**src/rtl/pws_pkg.sv**
```systemverilog
package pws_pkg;
  typedef enum logic [2:0] {
    ST_IDLE,
    ST_COLLECT,
    ST_PROG,
    ST_COPY,
    ST_FIN
  } seq_state_e;
endpackage

```
**src/rtl/pws_collect.sv**
```systemverilog
module pws_collect #(
  parameter int PAGE_BYTES = 64,
  localparam int OFFW = $clog2(PAGE_BYTES)
) (
  input  logic            clk,
  input  logic            rst_n,
  input  logic            clear,
  input  logic [OFFW-1:0] base_off,
  input  logic            wr_en,
  input  logic [7:0]      wr_data,
  input  logic            wr_allow,
  input  logic [OFFW-1:0] rd_off,
  output logic [7:0]      rd_data,
  output logic            rd_mask,
  output logic            any_mask,
  output logic [1:0]      nbytes,
  output logic [7:0]      last_byte
);
  logic [OFFW-1:0]       ptr_q;
  logic [PAGE_BYTES-1:0] mask_q;
  logic [7:0]            data_q [PAGE_BYTES];
  logic [1:0]            cnt_q;
  logic [7:0]            last_q;

  always_ff @(posedge clk or negedge rst_n) begin
    if (!rst_n) begin
      ptr_q  <= '0;
      cnt_q  <= '0;
      last_q <= '0;
    end else if (clear) begin
      ptr_q  <= base_off;
      cnt_q  <= '0;
    end else if (wr_en) begin
      ptr_q  <= ptr_q + 1'b1;
      last_q <= wr_data;
      if (cnt_q != 2'd3) cnt_q <= cnt_q + 2'd1;
    end
  end

  for (genvar g = 0; g < PAGE_BYTES; g++) begin : g_entry
    always_ff @(posedge clk or negedge rst_n) begin
      if (!rst_n) begin
        mask_q[g]  <= 1'b0;
        data_q[g]  <= '0;
      end else if (clear) begin
        mask_q[g]  <= 1'b0;
      end else if (wr_en && ptr_q == OFFW'(g)) begin
        data_q[g]  <= wr_data;
        mask_q[g]  <= wr_allow;
      end
    end
  end

  assign rd_data   = data_q[rd_off];
  assign rd_mask   = mask_q[rd_off];
  assign any_mask  = |mask_q;
  assign nbytes    = cnt_q;
  assign last_byte = last_q;

  AST_ALLOWED_MARKED: assert property (@(posedge clk) disable iff (!rst_n)
    (wr_en && wr_allow && !clear) |=> mask_q[$past(ptr_q)]);
  AST_DENIED_UNMARKED: assert property (@(posedge clk) disable iff (!rst_n)
    (wr_en && !wr_allow && !clear) |=> !mask_q[$past(ptr_q)]);
endmodule

```
**src/rtl/pws_timer.sv**
```systemverilog
module pws_timer #(
  parameter int CYC_CLKS = 100000,
  localparam int CW = $clog2(CYC_CLKS + 1)
) (
  input  logic clk,
  input  logic rst_n,
  input  logic load,
  output logic expired
);
  logic [CW-1:0] cnt_q;
  logic          run_q;

  always_ff @(posedge clk or negedge rst_n) begin
    if (!rst_n) begin
      cnt_q <= '0;
      run_q <= 1'b0;
    end else if (load) begin
      cnt_q <= CW'(CYC_CLKS - 1);
      run_q <= 1'b1;
    end else if (run_q) begin
      if (cnt_q == '0) run_q <= 1'b0;
      else             cnt_q <= cnt_q - 1'b1;
    end
  end

  assign expired = run_q && (cnt_q == '0);

  AST_TIMER_NOT_CUT: assert property (@(posedge clk) disable iff (!rst_n)
    (run_q && cnt_q != '0 && !load) |=> (run_q && !expired) || (cnt_q == '0));
endmodule

```
**src/rtl/page_write_seq.sv**
```systemverilog
module page_write_seq #(
  parameter int AW         = 14,
  parameter int PAGE_BYTES = 64,
  parameter int CYC_CLKS   = 100000
) (
  input  logic          clk,
  input  logic          rst_n,
  input  logic          cmd_start,
  input  logic          cmd_is_status,
  input  logic [AW-1:0] cmd_addr,
  input  logic          in_valid,
  output logic          in_ready,
  input  logic [7:0]    in_data,
  input  logic          in_allow,
  input  logic          cs_rise,
  input  logic [2:0]    bit_phase,
  output logic          arr_we,
  output logic [AW-1:0] arr_addr,
  output logic [7:0]    arr_wdata,
  output logic          sr_we,
  output logic [7:0]    sr_wdata,
  output logic          busy,
  output logic          done
);
  import pws_pkg::*;

  localparam int OFFW = $clog2(PAGE_BYTES);
  localparam int PW   = AW - OFFW;

  seq_state_e      st_q;
  logic [PW-1:0]   page_q;
  logic            stat_q;
  logic [OFFW-1:0] off_q;

  logic            accept, take, commit, expired;
  logic [7:0]      rd_data, last_byte;
  logic            rd_mask, any_mask;
  logic [1:0]      nbytes;

  assign accept   = (st_q == ST_IDLE) && cmd_start;
  assign in_ready = (st_q == ST_COLLECT) && !cs_rise;
  assign take     = in_valid && in_ready;
  assign commit   = (st_q == ST_COLLECT) && cs_rise && (bit_phase == 3'd0) &&
                    any_mask && (!stat_q || nbytes == 2'd1);

  pws_collect #(.PAGE_BYTES(PAGE_BYTES)) u_collect (
    .clk      (clk),
    .rst_n    (rst_n),
    .clear    (accept),
    .base_off (cmd_addr[OFFW-1:0]),
    .wr_en    (take),
    .wr_data  (in_data),
    .wr_allow (in_allow),
    .rd_off   (off_q),
    .rd_data  (rd_data),
    .rd_mask  (rd_mask),
    .any_mask (any_mask),
    .nbytes   (nbytes),
    .last_byte(last_byte)
  );

  pws_timer #(.CYC_CLKS(CYC_CLKS)) u_timer (
    .clk    (clk),
    .rst_n  (rst_n),
    .load   (commit),
    .expired(expired)
  );

  always_ff @(posedge clk or negedge rst_n) begin
    if (!rst_n) begin
      st_q   <= ST_IDLE;
      page_q <= '0;
      stat_q <= 1'b0;
      off_q  <= '0;
    end else begin
      unique case (st_q)
        ST_IDLE: if (accept) begin
          st_q   <= ST_COLLECT;
          page_q <= cmd_addr[AW-1:OFFW];
          stat_q <= cmd_is_status;
        end
        ST_COLLECT: if (cs_rise) begin
          st_q  <= commit ? ST_PROG : ST_IDLE;
          off_q <= '0;
        end
        ST_PROG: if (expired) st_q <= stat_q ? ST_FIN : ST_COPY;
        ST_COPY: begin
          off_q <= off_q + 1'b1;
          if (off_q == OFFW'(PAGE_BYTES - 1)) st_q <= ST_FIN;
        end
        ST_FIN: st_q <= ST_IDLE;
        default: st_q <= ST_IDLE;
      endcase
    end
  end

  assign busy      = (st_q == ST_PROG) || (st_q == ST_COPY) || (st_q == ST_FIN);
  assign done      = (st_q == ST_FIN);
  assign arr_we    = (st_q == ST_COPY) && rd_mask;
  assign arr_addr  = {page_q, off_q};
  assign arr_wdata = rd_data;
  assign sr_we     = (st_q == ST_FIN) && stat_q;
  assign sr_wdata  = last_byte;

  AST_WRITE_ONLY_BUSY: assert property (@(posedge clk) disable iff (!rst_n)
    (arr_we || sr_we) |-> busy);
  AST_SAME_PAGE: assert property (@(posedge clk) disable iff (!rst_n)
    (arr_we && $past(arr_we)) |-> arr_addr[AW-1:OFFW] == $past(arr_addr[AW-1:OFFW]));
  AST_NO_READY_BUSY: assert property (@(posedge clk) disable iff (!rst_n)
    busy |-> !in_ready);
  AST_DONE_ENDS: assert property (@(posedge clk) disable iff (!rst_n)
    done |=> (!busy && !done));
  AST_BUSY_HOLDS: assert property (@(posedge clk) disable iff (!rst_n)
    (busy && !done) |=> busy);
endmodule

```
**config.mk**
```make
export PLATFORM = sky130hd
export DESIGN_NAME = page_write_seq
export DESIGN_NICKNAME = d
export VERILOG_FILES = /design/src/rtl/pws_pkg.sv /design/src/rtl/pws_collect.sv /design/src/rtl/pws_timer.sv /design/src/rtl/page_write_seq.sv
export SDC_FILE = /design/constraint.sdc
export NUM_CORES = 1
export LEC_CHECK = 0
export CAP_MARGIN = 20
export CORE_MARGIN = 4
export CORE_UTILIZATION = 45
export CTS_CLUSTER_DIAMETER = 200
export DETAILED_ROUTE_END_ITERATION = 7
export GPL_TIMING_DRIVEN = 0
export PLACE_DENSITY = 0.62
export SLEW_MARGIN = 20
export SYNTH_ARGS = -nofsm -noshare
export SYNTH_HDL_FRONTEND = slang
export SYNTH_HIERARCHICAL = 1
export SYNTH_SLANG_ARGS = --single-unit
```
**constraint.sdc**
```tcl
create_clock -name clk -period 7.45 [get_ports clk]
set_clock_uncertainty 0.05 [all_clocks]
set_input_delay 1.49 -clock clk [delete_from_list [all_inputs] [get_ports clk]]
set_output_delay 1.49 -clock clk [all_outputs]
set_load 0.02 [all_outputs]
```
==> key figures, run 1 <==
Outcome
  • Status: completed

Clock tree
  • # resized after CTS: 0
  • CTS tree: yes
  • Clock latency on the worst-skew pair: approximately 0.59 ns
  • Clock Tree Root: clkbuf_16
  • Hold Buf Count CTS: 0
  • Sink Count: ~630
  • Post-CTS setup buffers: 0
  • Clock Tree Buf Depth: 3
  • Max H-tree Level: 3
  • Cts bufs inserted: 69
  • CTS clk-pin slew, worst paths: about 0.060 ns

Drt
  • Drt first pass iters: 7
  • Total wire length: 92400 µm
  • DRT antenna net count: 0
  • Post-DR vias/cell: between 6 and 7
  • 1st-iter DRT viols: ~2100
  • DR WL/cell: a little under 30 µm
  • Routed vias: ~20000
  • Drc violations: 0

GRT
  • Met3 global-route usage: 0.05734
  • Grt total ovfl: 0
  • All-layer global routing usage: 0.2628
  • Number of global-route vias before repair: around 21000
  • First-pass GRT wire length: ~140000 µm
  • GR peak layer: met2
  • Initial antenna violation count: 3
  • GR Util met2: 0.4040
  • Largest net degree at the start of global routing: 102
  • GR Util met1: 0.3679

Die
  • Starting Density: 0.4554
  • Core region area: about 66000 µm²
  • Die area: 70960 µm²
  • Die height: ~270 µm
  • FP Rows: between 90 and 100
  • I/O Pins: 67
  • Die X: between 200 and 300 µm

Timing
  • Post-layout min period: 6.129 ns
  • Final setup margin: between 1 and 1.5 ns
  • Worst slew pin tran: approximately 1.2 ns
  • Tcrit/Tclk final: 0.8227
  • Setup TNS: 0 ns
  • Max transition margin: 0.2069
  • Max Fclk: between 0.15 and 0.2 GHz
  • Fin. Hold Viols: 0
  • Setup violators final: 0
  • Final Slew Violations: 0
  • Unrepaired setup endpoints after global routing: false

Finish
  • Area grow syn2layout: 13.97%
  • Multi-input logic area: between 10000 and 15000 µm²
  • Final net count: 2280
  • Design area: about 34000 µm²
  • Share of cells above drive strength 1: 0.3976
  • Ant diodes: 0
  • Layout fillers: 5470
  • FF/Latch Area: 15720 µm²

Synth
  • Largest cells by area after synthesis: dfrtp_1 (52%), mux2_2 (21%), mux4_2 (9.2%)
  • Post-synth design cell area: roughly 30000 µm²
  • Synth warn: 6
  • Post-Syn Nets: 2143
  • Yosys top cell by area: dfrtp_1
  • FF+latch count, synth: around 630
  • Top_reg_cell synth: dfrtp_1
  • Cell variety after synth: between 60 and 70
  • Number of synthesized flops with an enable pin: 0
  • Synth cell count leaders: dfrtp_1 (628), mux2_2 (549), mux4_2 (123)
  • Syn_area_per_cell: 14.28 µm²
  • Top-area cell type share of the netlist area: 0.5231
  • Most frequent cell after synthesis: dfrtp_1
  • Ys async rst share: 1.000
  • Sequential area share after synthesis: 0.5231
  • Mapped Cells: 2104

Setup path
  • Worst R2R Setup Slack: between 3 and 4 ns
  • Most Frequent Cell on Critical Path: buf_4
  • CP max-delay cell: clkbuf_1
  • Worst-path fanout max: 10
  • Critical path startpoint: off_q[2]$_DFFE_PN0P_
  • CP Cell Sequence: buf_4 -> buf_4 -> clkbuf_1 -> buf_4 -> mux2i_1 -> a21oi_1 -> nand3_1 -> o21ai_1 -> clkdlybuf4s50_1
  • CP Data Required Time: ~5.9 ns
  • R2r worst-path depth: 8
  • Slowest stage delay, CP: ~0.9 ns
  • Critical R2R Launch: st_q[1]$_DFFE_PN0P_
  • Critical path class: reg2out
  • Startpoint Class: register
  • Critical path arrival: ~4.6 ns
  • Reg2reg end: u_collect/data_q[247]$_DFFE_PN0P_
  • Critical path endpoint category: output port

Min path
  • Hold EP: u_collect/data_q[211]$_DFFE_PN0P_
  • WHS Path Cells: 1
  • Hold wc startpoint: u_collect/data_q[211]$_DFFE_PN0P_
  • Hold crit path type: reg2reg

Placed design
  • RePlAce Congestion: 0.9799
  • Post-detail-place hpwl: about 64000 µm
  • Buffers on Ports: 57
  • DP Worst Slack: between 2 and 2.5 ns
  • Placed inst area: 31910 µm²

Run
  • Maximum capacitance violations: 0

Pwr
  • VDD IR max: between 0.1 and 0.15 mV
  • PD cells: roughly 310 nW/µm²
  • LEAKAGE: between 15 and 20 nW
-- state kept, by name (all words and copies together), names as in the netlist --
signal	flops
page_q	8
stat_q	1
st_q	3
u_timer/cnt_q	17
u_collect/data_q	512
u_collect/ptr_q	6
u_collect/nbytes	2
u_collect/mask_q	64
u_timer/run_q	1
u_collect/last_byte	8
off_q	6
-- cell usage in the layout (no fill, tap or decap), types with 19 or more instances in the layout --
cell type and instances:
dfrtp_1 628, mux2_2 549, mux4_2 123, clkbuf_1 115, o21ai_0 79, nand3_1 77
clkbuf_16 73, a21oi_1 68, mux2i_1 63, nand2_1 61, clkdlybuf4s50_1 56, nor2_1 32
nor2_4 31, buf_4 20, nor4_1 19
-- metal layers --
| layer | vias up | part of all wire |
|---|---|---|
| met2 | 814 | 0.45 |
| li1 | 8141 | - |
| met3 | 213 | 0.079 |
| met5 | - | 0 |
| met4 | 0 | 0.043 |
| met1 | 10360 | 0.43 |
-- cell families after synthesis --
family,share of synthesized area
AO/OA/AOI/OAI,0.04106
XOR/XNOR,0.002041
adder cells (fa/ha/maj),0.002915
buffers and inverters,0.02832
flip-flops,0.5230
multiplexers,0.3352
AND/OR/NAND/NOR,0.06742
-- per-stage QoR --
| stage | utilization | hold slack, ns | total power, W | cells |
|---|---|---|---|---|
| 2_1_floorplan | - | 0.4204 | 0.006158 | 2104 |
| 3_3_place_gp | 0.4804 | 0.4288 | 0.007089 | 3025 |
| 3_5_place_dp | 0.4836 | 0.4344 | 0.007190 | 3033 |
| 4_1_cts | 0.5188 | 0.4470 | 0.01073 | 3152 |
| 5_1_grt | 0.5190 | 0.4600 | 0.01113 | 3153 |
| 6_report | 0.5190 | 0.4490 | 0.01068 | 3153 |
-- power breakdown --
part | switching, W | total [W] | internal [W]
Clock | 0.00136 | 0.00350 | 0.00214
Sequential | 0.000402 | 0.00455 | 0.00415
Combinational | 0.00139 | 0.00263 | 0.00124
-- critical path: cells and delay by family, from the launching register on --
kind,cells,cell delay [ns]
muxes,1,0.59
and+or+nand+nor,1,0.12
buffers and inverters,5,2.52
DFF,1,0.44
AOI/OAI and AO/OA,2,0.31
-- worst max path at each step --
stage	to	slack (ns)	depth (start not counted)
after floorplan	u_collect/data_q[472]$_DFFE_PN0P_	3.44	7
after global placement	u_collect/data_q[113]$_DFFE_PN0P_	-22.29	1
after detailed placement	arr_wdata[2]	2.03	9
after CTS	arr_wdata[2]	1.38	9
after global routing	arr_wdata[2]	1.30	9
final	arr_wdata[2]	1.32	9
-- final cells by class --
| class | count | share of cell area |
|---|---|---|
| multi-input cells | 1308 | 0.3936 |
| clock buffers | 104 | 0.06113 |
| repair buffers | 66 | 0.02309 |
| inverters | 10 | 0.001096 |
| flip-flops and latches | 628 | 0.4589 |
| plain buffers | 158 | 0.02386 |
| clock inverters | 15 | 0.006650 |
| well taps | 864 | 0.03157 |
(Power assumes the default switching activity.)
==> inputs of run 2 (changes only) <==
==> constraint.sdc (replaced) <==
create_clock -name clk -period 6 [get_ports clk]
set_clock_uncertainty 0.05 [all_clocks]
set_input_delay 1.2 -clock clk [delete_from_list [all_inputs] [get_ports clk]]
set_output_delay 1.2 -clock clk [all_outputs]
set_load 0.02 [all_outputs]
==> results of run 2 <==
The final DEF is identical to that of run 1. Status: completed.
Among the figures that moved: setup slack after placement 2.025 ns -> 0.8650 ns; setup slack after layout 1.321 ns -> 0.1607 ns; register-to-register setup slack 3.95 ns -> 2.50 ns; total power 0.01068 W -> 0.01326 W; worst IR drop on VDD 0.1398 mV -> 0.1735 mV
==> inputs of run 3 (changes only) <==
--- a/config.mk
+++ b/config.mk
@@ -11,8 +11,9 @@
 export CTS_CLUSTER_DIAMETER = 200
 export DETAILED_ROUTE_END_ITERATION = 7
 export GPL_TIMING_DRIVEN = 0
+export MAX_ROUTING_LAYER = met4
 export PLACE_DENSITY = 0.62
-export SLEW_MARGIN = 20
+export SLEW_MARGIN = 30
 export SYNTH_ARGS = -nofsm -noshare
 export SYNTH_HDL_FRONTEND = slang
 export SYNTH_HIERARCHICAL = 1
==> run 3 against run 2 <==
  * Critical path type unchanged
  * Total power is 0.23% higher
  * Highest routed layer unchanged
  * Via count grew 1.1%
  * Final cell count hardly changed
  * Combinational power barely moved
  * Worst setup slack better by 0.26 ns
==> key figures, run 3 (synthesized netlist as in run 1, its figures left out) <==
Outcome
  • Status: completed

GRT
  • Grt total ovfl: 0
  • All-layer global routing usage: 0.2699
  • Number of global-route vias before repair: 20140
  • First-pass GRT wire length: between 100000 and 150000 µm
  • Largest net degree at the start of global routing: 90
  • Initial antenna violation count: 4

Pwr
  • Combinational power share: 0.247
  • Sequential power share: 0.425
  • P_sw: around 0.004 W
  • VDD IR max: 0.1996 mV
  • Net Sw Frac: 0.2990
  • PD cells: 388.2 nW/µm²
  • Pint: between 0.009 and 0.01 W
  • LEAKAGE: 15.35 nW
  • Clock share of power: 0.328

Clock tree
  • Hold Buf Count CTS: 0
  • Cts bufs inserted: 69
  • Clock Tree Buf Depth: 3
  • CTS tree: yes
  • CTS clk-pin slew, worst paths: 0.06 ns
  • Clock latency on the worst-skew pair: 0.62 ns
  • Post-CTS setup buffers: 0
  • Max H-tree Level: 3
  • Clock Tree Root: clkbuf_16
  • # resized after CTS: 0
  • Sink Count: roughly 630

Timing
  • Worst slew pin tran: 1.089 ns
  • Tcrit/Tclk final: 0.9306
  • Setup violators final: 0
  • Final Slew Violations: 0
  • Setup TNS: 0 ns
  • Unrepaired setup endpoints after global routing: false
  • Max transition margin: 0.2718
  • Max Fclk: between 0.15 and 0.2 GHz
  • Fin. Hold Viols: 0
  • Fin Hold WS: around 0.44 ns
  • Post-layout min period: ~5.6 ns

Setup path
  • Critical path class: reg2out
  • Worst-path fanout max: 10
  • Delay-heaviest family, CP: buffers and inverters
  • Startpoint Class: register
  • Crit path buffers/inverters: 4
  • CP Cell Sequence: buf_4 -> buf_4 -> buf_2 -> mux4_2 -> mux2i_1 -> nand2_1 -> a32oi_1 -> o211ai_1 -> clkdlybuf4s50_1
  • Critical path arrival: 4.33 ns
  • Slowest stage delay, CP: approximately 0.60 ns
  • CP max-delay cell: clkdlybuf4s50_1
  • Most Frequent Cell on Critical Path: buf_4
  • CP Data Required Time: around 4.8 ns
  • Critical path endpoint category: output port

Run
  • Maximum capacitance violations: 0

Finish
  • Biggest register: u_collect/data_q
  • Layout fillers: around 5500
  • Area grow syn2layout: 13.99%
  • Final net count: approximately 2300
  • Ant diodes: 0
  • Commonest non-fill, non-tap cell in the layout: dfrtp_1
  • Max reg flops: around 500
  • Design area: 34250 µm²
  • Most frequent cells in the layout: dfrtp_1 (628), mux2_2 (549), mux4_2 (123)
  • Top flop regs: u_collect/data_q: 512 flops, u_collect/mask_q: 64 flops, u_timer/cnt_q: 17 flops
  • Share of cells above drive strength 1: 0.4009

Drt
  • Post-DR vias/cell: ~6.3
  • Drc violations: 0
  • Drt first pass iters: 6
  • Routed vias: around 20000
  • DRT antenna net count: 0
  • DR WL/cell: 29.33 µm
  • Total wire length: 92500 µm
  • 1st-iter DRT viols: ~2200

Die
  • Die area: approximately 70000 µm²
  • Core region area: ~66000 µm²
  • Starting Density: 0.4554
  • Die X: about 270 µm
  • I/O Pins: 67
  • Die height: around 270 µm
  • FP Rows: between 90 and 100

Min path
  • Hold crit path type: reg2reg

Placed design
  • Placed inst area: approximately 32000 µm²
  • Buffers on Ports: 57
  • Post-detail-place hpwl: between 60000 and 70000 µm
  • RePlAce Congestion: 0.9811
-- run 3: final cells by class --
cell class / count / area (µm²) / area share
plain buffers: 158 / 819.5 / 0.02393
clock buffers: 100 / 2046 / 0.05973
clock inverters: 21 / 274.0 / 0.008001
inverters: 10 / 37.54 / 0.001096
multi-input cells: 1308 / 13500 / 0.3941
flip-flops and latches: 628 / 15720 / 0.4589
well taps: 864 / 1081 / 0.03157
repair buffers: 65 / 779.5 / 0.02276
-- run 3: power by group through the flow --
stage	logic, W	clock network [W]	registers (W)
3_3_place_gp	0.00313	0	0.00567
3_5_place_dp	0.00323	0	0.00571
6_report	0.00328	0.00436	0.00565
4_1_cts	0.00324	0.00445	0.00564
2_1_floorplan	0.00205	0	0.00560
5_1_grt	0.00345	0.00462	0.00574
-- run 3: per-stage QoR --
step	power (W)	std cells	util	worst slack [ns]
after CTS	0.01332	3154	0.5191	0.4938
after floorplan	0.007646	2104	-	2.279
after detailed placement	0.008939	3033	0.4839	1.153
final	0.01329	3154	0.5191	0.4164
after global routing	0.01382	3154	0.5191	0.3643
after global placement	0.008799	3025	0.4804	-23.39
-- run 3: routing by layer --
layer | global-route usage | part of all wire
met1 | 0.3697 | 0.43
met2 | 0.4012 | 0.45
met3 | 0.05199 | 0.078
met4 | 0.1079 | 0.042
met5 | - | 0
-- run 3: final timing paths --
| path | cells past startpoint | endpoint | start | slack, ns |
|---|---|---|---|---|
| max in group asynchronous | 5 | u_collect/data_q[44]$_DFFE_PN0P_ | rst_n | 3.36 |
| min in group asynchronous | 1 | u_collect/data_q[316]$_DFFE_PN0P_ | rst_n | 0.49 |
| min | 1 | u_collect/data_q[503]$_DFFE_PN0P_ | u_collect/data_q[503]$_DFFE_PN0P_ | 0.44 |
| min reg2reg | 1 | u_collect/data_q[503]$_DFFE_PN0P_ | u_collect/data_q[503]$_DFFE_PN0P_ | 0.44 |
| max | 9 | arr_wdata[0] | off_q[1]$_DFFE_PN0P_ | 0.42 |
| max reg2reg | 8 | u_collect/data_q[127]$_DFFE_PN0P_ | st_q[1]$_DFFE_PN0P_ | 2.58 |
-- run 3: worst register-to-register path: stages, from the launching register on --
cell     delay [ns]
dfrtp_1        0.40
buf_4          0.18
nor4b_1        0.47
and2_1         0.29
buf_2          0.26
nand3_1        0.34
nor2_1         0.42
nand2_1        0.43
mux2_2         0.45
